==> src/rtl/stat_pkg.sv <==
package stat_pkg;
  localparam int NUM_CNT = 31;
  localparam int ADDR_W  = 10;
  localparam int HIST_N  = 6;

  // counter ids
  localparam int CI_TX_OCT   = 0;
  localparam int CI_TX_DROP  = 1;
  localparam int CI_TX_PAUSE = 2;
  localparam int CI_TX_UC    = 3;
  localparam int CI_TX_MC    = 4;
  localparam int CI_TX_BC    = 5;
  localparam int CI_TX_H0    = 6;
  localparam int CI_RX_OCT   = 12;
  localparam int CI_RX_UNDER = 13;
  localparam int CI_RX_PAUSE = 14;
  localparam int CI_RX_H0    = 15;
  localparam int CI_RX_OVER  = 21;
  localparam int CI_RX_JAB   = 22;
  localparam int CI_RX_ALIGN = 23;
  localparam int CI_RX_FCS   = 24;
  localparam int CI_RX_GOOD  = 25;
  localparam int CI_RX_DISC  = 26;
  localparam int CI_RX_UC    = 27;
  localparam int CI_RX_MC    = 28;
  localparam int CI_RX_BC    = 29;
  localparam int CI_RX_FRAG  = 30;

  // 0x10-byte slot of each counter id
  localparam logic [5:0] SLOT_OF [NUM_CNT] = '{
    6'd0, 6'd2, 6'd3, 6'd4, 6'd5, 6'd6, 6'd7, 6'd8, 6'd9, 6'd10, 6'd11, 6'd12,
    6'd20, 6'd22, 6'd23, 6'd24, 6'd25, 6'd26, 6'd27, 6'd28, 6'd29, 6'd30,
    6'd31, 6'd32, 6'd33, 6'd34, 6'd36, 6'd38, 6'd39, 6'd40, 6'd41};

  localparam logic [NUM_CNT-1:0] WIDE_MASK =
    (NUM_CNT'(1) << CI_TX_OCT) | (NUM_CNT'(1) << CI_RX_OCT) |
    (NUM_CNT'(1) << CI_RX_GOOD) | (NUM_CNT'(1) << CI_RX_DISC);

  localparam logic [NUM_CNT-1:0] OCTET_MASK =
    (NUM_CNT'(1) << CI_TX_OCT) | (NUM_CNT'(1) << CI_RX_OCT) |
    (NUM_CNT'(1) << CI_RX_GOOD);

  typedef enum logic [1:0] {
    CLS_UC  = 2'd0,
    CLS_MC  = 2'd1,
    CLS_BC  = 2'd2,
    CLS_RSV = 2'd3
  } dst_cls_e;
endpackage

==> src/rtl/stat_event_decode.sv <==
module stat_event_decode
  import stat_pkg::*;
#(
  parameter int LEN_W   = 14,
  parameter int MIN_LEN = 64,
  parameter int MAX_LEN = 1518
) (
  input  logic               valid_i,
  input  logic               clr_i,
  input  logic               tx_i,
  input  logic [LEN_W-1:0]   len_i,
  input  logic [1:0]         cls_i,
  input  logic               fcs_i,
  input  logic               align_i,
  input  logic               pause_i,
  input  logic               drop_i,
  output logic [NUM_CNT-1:0] inc_o
);
  localparam logic [LEN_W-1:0] MIN_L = LEN_W'(MIN_LEN);
  localparam logic [LEN_W-1:0] MAX_L = LEN_W'(MAX_LEN);
  localparam logic [LEN_W-1:0] B2_L  = LEN_W'(128);
  localparam logic [LEN_W-1:0] B3_L  = LEN_W'(256);
  localparam logic [LEN_W-1:0] B4_L  = LEN_W'(512);
  localparam logic [LEN_W-1:0] B5_L  = LEN_W'(1024);

  logic              hit, is_short, is_long, good;
  logic [HIST_N-1:0] hist;
  dst_cls_e          cls;

  assign hit      = valid_i && !clr_i;
  assign is_short = len_i < MIN_L;
  assign is_long  = len_i > MAX_L;
  assign good     = !fcs_i && !align_i && !drop_i;
  assign cls      = dst_cls_e'(cls_i);

  always_comb begin
    hist = '0;
    if (!is_short && !is_long) begin
      if (len_i == MIN_L)    hist[0] = 1'b1;
      else if (len_i < B2_L) hist[1] = 1'b1;
      else if (len_i < B3_L) hist[2] = 1'b1;
      else if (len_i < B4_L) hist[3] = 1'b1;
      else if (len_i < B5_L) hist[4] = 1'b1;
      else                   hist[5] = 1'b1;
    end
  end

  always_comb begin
    inc_o = '0;
    if (hit && tx_i) begin
      if (drop_i) inc_o[CI_TX_DROP] = 1'b1;
      else begin
        inc_o[CI_TX_OCT] = 1'b1;
        inc_o[CI_TX_H0 +: HIST_N] = hist;
        if (pause_i) inc_o[CI_TX_PAUSE] = 1'b1;
        else begin
          case (cls)
            CLS_UC:  inc_o[CI_TX_UC] = 1'b1;
            CLS_MC:  inc_o[CI_TX_MC] = 1'b1;
            CLS_BC:  inc_o[CI_TX_BC] = 1'b1;
            default: ;
          endcase
        end
      end
    end else if (hit) begin
      inc_o[CI_RX_OCT] = 1'b1;
      inc_o[CI_RX_H0 +: HIST_N] = hist;
      if (drop_i)  inc_o[CI_RX_DISC]  = 1'b1;
      if (fcs_i)   inc_o[CI_RX_FCS]   = 1'b1;
      if (align_i) inc_o[CI_RX_ALIGN] = 1'b1;
      if (is_short) begin
        if (fcs_i) inc_o[CI_RX_FRAG]  = 1'b1;
        else       inc_o[CI_RX_UNDER] = 1'b1;
      end
      if (is_long) begin
        if (fcs_i) inc_o[CI_RX_JAB]  = 1'b1;
        else       inc_o[CI_RX_OVER] = 1'b1;
      end
      if (good) begin
        inc_o[CI_RX_GOOD] = 1'b1;
        if (pause_i) inc_o[CI_RX_PAUSE] = 1'b1;
        else begin
          case (cls)
            CLS_UC:  inc_o[CI_RX_UC] = 1'b1;
            CLS_MC:  inc_o[CI_RX_MC] = 1'b1;
            CLS_BC:  inc_o[CI_RX_BC] = 1'b1;
            default: ;
          endcase
        end
      end
    end
  end
endmodule

==> src/rtl/stat_counter.sv <==
module stat_counter #(
  parameter int WIDTH = 32
) (
  input  logic             clk_i,
  input  logic             rst_ni,
  input  logic             clr_i,
  input  logic             inc_i,
  input  logic [WIDTH-1:0] amt_i,
  output logic [WIDTH-1:0] cnt_o
);
  always_ff @(posedge clk_i or negedge rst_ni) begin
    if (!rst_ni)    cnt_o <= '0;
    else if (clr_i) cnt_o <= '0;
    else if (inc_i) cnt_o <= cnt_o + amt_i; // wraps modulo 2**WIDTH
  end
endmodule

==> src/rtl/stat_read_mux.sv <==
module stat_read_mux
  import stat_pkg::*;
(
  input  logic        clk_i,
  input  logic        rst_ni,
  input  logic [7:0]  word_addr_i,
  input  logic [63:0] cnt_i [NUM_CNT],
  output logic [31:0] rd_data_o
);
  logic [5:0]  slot;
  logic [1:0]  sub;
  logic [31:0] word;

  assign slot = word_addr_i[7:2];
  assign sub  = word_addr_i[1:0];

  always_comb begin
    word = '0;
    for (int i = 0; i < NUM_CNT; i++) begin
      if (slot == SLOT_OF[i]) begin
        if (sub == 2'd0)                    word = cnt_i[i][31:0];
        else if (sub == 2'd1 && WIDE_MASK[i]) word = cnt_i[i][63:32];
      end
    end
  end

  always_ff @(posedge clk_i or negedge rst_ni) begin
    if (!rst_ni) rd_data_o <= '0;
    else         rd_data_o <= word;
  end
endmodule

==> src/rtl/port_stat_counters.sv <==
module port_stat_counters
  import stat_pkg::*;
#(
  parameter int LEN_W   = 14,
  parameter int MIN_LEN = 64,
  parameter int MAX_LEN = 1518
) (
  input  logic              clk_i,
  input  logic              rst_ni,
  input  logic              clr_i,
  input  logic              ev_valid_i,
  input  logic              ev_tx_i,
  input  logic [LEN_W-1:0]  ev_len_i,
  input  logic [1:0]        ev_cls_i,
  input  logic              ev_fcs_err_i,
  input  logic              ev_align_err_i,
  input  logic              ev_pause_i,
  input  logic              ev_drop_i,
  input  logic [ADDR_W-1:0] rd_addr_i,
  output logic [31:0]       rd_data_o
);
  logic [NUM_CNT-1:0] inc;
  logic [63:0]        cnt_val [NUM_CNT];
  logic               unused_byte_lane;

  assign unused_byte_lane = ^rd_addr_i[1:0];

  stat_event_decode #(
    .LEN_W  (LEN_W),
    .MIN_LEN(MIN_LEN),
    .MAX_LEN(MAX_LEN)
  ) u_decode (
    .valid_i(ev_valid_i),
    .clr_i  (clr_i),
    .tx_i   (ev_tx_i),
    .len_i  (ev_len_i),
    .cls_i  (ev_cls_i),
    .fcs_i  (ev_fcs_err_i),
    .align_i(ev_align_err_i),
    .pause_i(ev_pause_i),
    .drop_i (ev_drop_i),
    .inc_o  (inc)
  );

  for (genvar g = 0; g < NUM_CNT; g++) begin : g_cnt
    localparam int W = WIDE_MASK[g] ? 64 : 32;
    logic [W-1:0] amt, val;
    assign amt = OCTET_MASK[g] ? W'(ev_len_i) : W'(1);

    stat_counter #(.WIDTH(W)) u_cnt (
      .clk_i (clk_i),
      .rst_ni(rst_ni),
      .clr_i (clr_i),
      .inc_i (inc[g]),
      .amt_i (amt),
      .cnt_o (val)
    );
    assign cnt_val[g] = 64'(val);
  end

  stat_read_mux u_rd (
    .clk_i      (clk_i),
    .rst_ni     (rst_ni),
    .word_addr_i(rd_addr_i[ADDR_W-1:2]),
    .cnt_i      (cnt_val),
    .rd_data_o  (rd_data_o)
  );
endmodule

==> config.mk <==
export PLATFORM = sky130hd
export DESIGN_NAME = port_stat_counters
export DESIGN_NICKNAME = d
export VERILOG_FILES = /design/src/rtl/stat_pkg.sv /design/src/rtl/stat_event_decode.sv /design/src/rtl/stat_counter.sv /design/src/rtl/stat_read_mux.sv /design/src/rtl/port_stat_counters.sv
export SDC_FILE = /design/constraint.sdc
export NUM_CORES = 2
export LEC_CHECK = 0
export ABC_AREA = 1
export BUFFER_PORTS_ARGS = -buffer_cell sky130_fd_sc_hd__buf_4
export CAP_MARGIN = 10
export CORE_MARGIN = 1.5
export CORE_UTILIZATION = 45
export DETAILED_ROUTE_END_ITERATION = 6
export GPL_TIMING_DRIVEN = 0
export PLACE_DENSITY = 0.61
export SLEW_MARGIN = 0
export SYNTH_ARGS = -nofsm -noshare
export SYNTH_HDL_FRONTEND = slang
export SYNTH_SLANG_ARGS = --single-unit
==> constraint.sdc <==
create_clock -name clk_i -period 3.8 [get_ports clk_i]
set_input_delay 0.38 -clock clk_i [delete_from_list [all_inputs] [get_ports clk_i]]
set_output_delay 0.38 -clock clk_i [all_outputs]
set_load 0.01 [all_outputs]
==> flow_summary_export.csv <==
group,metric,value,unit
floorplan,initial_utilization,45.49,%
clock_network,cts_max_path_buffers,3,
synth,synth_cell_types,63,
synth,ys_async_sr_fraction,100.0,%
layout,final_nets,11309,
grt,grt_max_degree,163,
drt,vias_per_cell,5.964,
floorplan,die_h,406.6,um
floorplan,pin_count,67,
worst_setup_path,cp-start-kind,"input port",
sta,slew_headroom,6.142,%
clock_network,clock-sinks,1152,
worst_setup_path,path_buf_inv,2,
layout,utilization,52.29,%
floorplan,fp-row-count,147,
synth,synth_nets,11010,
drt,wl,351.4,mm
worst_setup_path,crit_arrival,4740,ps
drt,vias,80372,
pwr,peakVddDrop,0.5151,mV
worst_setup_path,cp_num_cells,25,
sta,fin_ws,-190.1,ps
floorplan,fp.dieW,406.6,um
worst_setup_path,end_kind,"register",
synth,synth_top_area_share,39.33,%
layout,final_area,84250,um2
synth,synth_edf_count,0,
placed_design,gp_congestion,1.052,
layout,syn2layout_area_growth,14.94,%
grt,grt_pass1_wl,500.9,mm
pwr,finalPower,28.33,mW
worst_setup_path,cp_data_required_time,4550,ps
synth,yosysMostFrequentCell,"nand2_1",
floorplan,die-area,165300,um2
grt,gr-total-overflow,0,
worst_setup_path,slowest_stage,"nor2_4",
grt,antenna_found_initial,26,
worst_hold_path,min_from,"ev_len_i[0]",
placed_design,portBuffers,63,
clock_network,cts_root_buffer,"clkbuf_16",
worst_hold_path,worstHoldPathType,"input port to register",
drt,wl_per_cell,26.07,um
job,cap_violations,0,
floorplan,coreArea,161100,um2
sta,rsz0062_at_grt,"yes",
drt,drtPass1Iterations,7,
grt,grtUsageTotal,41.70,%
worst_setup_path,crit_path_frequent_cell,"nand2_1",
pwr,power_density,336.2,nW/um2
synth,syn_inst,10902,
placed_design,hpwl,277.3,mm
pwr,leakagePower,33.73,nW
synth,synth_area_per_cell,6.723,um2
worst_setup_path,crit_end,"u_rd.rd_data_o[6]",
grt,grt_pass1_vias,73961,
synth,ys_warn_count,0,
sta,slew_viol_final,0,
sta,fmax,250.6,MHz
synth,syn-cell-area,73300,um2
layout,drive_gt1_share,8.761,%
synth,synth_area_leader_cell,"dfrtp_1",
worst_setup_path,critPathKind,"input port to register",
synth,ys_seq_area_share,39.33,%
outcome,violations,"setup timing",
clock_network,cts_buffers,143,
synth,synth_seq_cells,1152,
synth,synth_ff_type,"dfrtp_1",
sta,worstMarginPinSlew,1408,ps
worst_setup_path,r2r_cells,24,
outcome,status,"complete, but fails checks",
sta,hold_viol,0,
sta,post-route-period-util,105.0,%
sta,period_minus_slack,3990,ps
sta,setup_viol,30,
worst_setup_path,critPathTopFamily,"simple AND/OR/NAND/NOR gates",
worst_setup_path,path_max_fanout,10,
sta,holdWs,45.84,ps
sta,final.setup.tns,-1221,ps
worst_setup_path,r2r_slack,-150,ps
clock_network,clk_pin_slew,60,ps
clock_network,cts_tree,"yes",
drt,antenna_left,0,
worst_setup_path,setup.worst_path.start,"rd_addr_i[7]",
placed_design,place_area,77170,um2
drt,route.detailed.drc,0,
clock_network,cts_max_level,4,
worst_setup_path,worst_path_largest_cell_delay,360,ps
layout,fillers,16508,
sta,finClkSkew,26.90,ps
synth,yosys-top-cells-count,"nand2_1, inv_1, dfrtp_1, nor2_1, o21ai_0",
drt,drtIter0Drc,10824,
clock_network,clkLatencyLatePin,820,ps
worst_setup_path,r2r-end,"u_rd.rd_data_o[24]",
worst_setup_path,r2r-start,"g_cnt[0].u_cnt.cnt_o[24]",
synth,synthTopCellsByArea,"dfrtp_1, nand2_1, inv_1, o21ai_0, a21oi_1",
==> repair_timing <==
action | CTS | global route
hold endpoints to repair | 327 | 0
buffers inserted | 45 | 12
setup endpoints to repair | 62 | 107
hold buffers | 4 | 0
gates resized for setup | 384 | 214
pin swaps | 139 | 140
==> metal layers <==
metal,part of all wire (%),GRT usage (%),routed length [um],up-vias
met5,0.027,0,95,-
met4,7.4,26.53,25840,16
met3,10,8.755,36830,963
met2,42,61.06,147000,4430
met1,40,55.84,141600,38299
li1,-,-,-,36664
==> how the worst min path moves through the flow <==
stage | slack (ps) | end | cells past startpoint
4_1_cts | 6 | g_cnt[12].u_cnt.cnt_o[0] | 4
2_1_floorplan | 80 | g_cnt[0].u_cnt.cnt_o[0] | 0
3_3_place_gp | 440 | g_cnt[24].u_cnt.cnt_o[2] | 1
6_report | 50 | g_cnt[12].u_cnt.cnt_o[0] | 4
3_5_place_dp | 250 | g_cnt[5].u_cnt.cnt_o[9] | 1
5_1_grt | 60 | g_cnt[12].u_cnt.cnt_o[0] | 4
==> cells in the final DEF, fill, tap and decap left out, types with 33 or more instances in the layout <==
cell type,synthesis,routed
nand3_4,1,33
nor2_2,31,56
dfrtp_1,1152,1132
o21a_1,58,58
nor4_1,161,156
nand4_1,305,305
clkbuf_16,0,147
nand2_2,10,189
a21oi_1,979,978
nor3_1,588,578
inv_1,1761,1756
ha_1,70,69
clkbuf_2,0,67
o21ai_0,986,975
nand3_2,2,50
a211oi_1,88,88
nor2_1,993,948
nand3_1,469,389
o22ai_1,87,87
clkbuf_8,0,33
clkbuf_1,296,257
buf_4,0,121
a31oi_1,54,54
nand2_1,2483,2275
==> per-stage QoR <==
stage | instances | setup slack [ps]
after floorplan | 10902 | 781.1
after global placement | 13125 | -12550
after detailed placement | 13154 | -3015
after CTS | 13447 | -172.5
after global routing | 13463 | -20.79
final | 13477 | -190.1
==> worst register-to-register path, cell delays in order (launching register included) <==
cell	delay, ps
dfrtp_1	430
nand2_1	140
nand2_1	130
nand2_1	100
nand3_1	80
nand2_2	130
nand4_1	150
nand2_2	200
nand4_1	210
nand2_2	220
nand3_2	180
nand2_2	130
nand2_1	60
nand2_1	100
nand2_1	150
nand2_1	140
nand4_1	230
nand2_2	170
nand2_2	110
nand2_2	150
nand4_1	140
nand2_1	130
nand2_1	130
nand2_1	120
nand2_1	110
==> logic make-up (layout without fill, tap and decap cells) <==
| group | after synthesis | count (layout) | share of synthesized area, % |
|---|---|---|---|
| simple gates | 5150 | 5150 | 30.66 |
| compound gates | 2374 | 2374 | 17.48 |
| buf+inv | 2124 | 2522 | 10.90 |
| flops | 1152 | 1152 | 39.33 |
| fa+ha+maj | 73 | 73 | 1.277 |
| xor+xnor | 27 | 27 | 0.3226 |
| mux | 2 | 2 | 0.02731 |
| other cells | 0 | 17 | 0 |
==> power by group <==
part | internal (mW) | total [mW] | switching (mW)
registers | 12.3 | 12.4 | 0.0634
logic | 0.410 | 2.05 | 1.64
clock network | 8.05 | 13.9 | 5.83
==> area by class of cell <==
type | count | area (um2) | share of cell area (%)
Clock inverter | 27 | 312.8 | 0.3713
Clock buffer | 217 | 4272 | 5.070
Antenna cell | 17 | 42.54 | 0.05049
Buffer | 339 | 1468 | 1.742
Multi-Input combinational cell | 7626 | 38250 | 45.40
Sequential cell | 1152 | 28850 | 34.25
Tap cell | 2160 | 2703 | 3.208
Timing Repair Buffer | 155 | 1648 | 1.956
Inverter | 1784 | 6705 | 7.958
==> sequential cells by signal (all words and copies together) (netlist names) <==
register	flops
u_rd.rd_data_o	32
g_cnt.u_cnt.cnt_o	1120
Power figures use the tool's default switching activity.
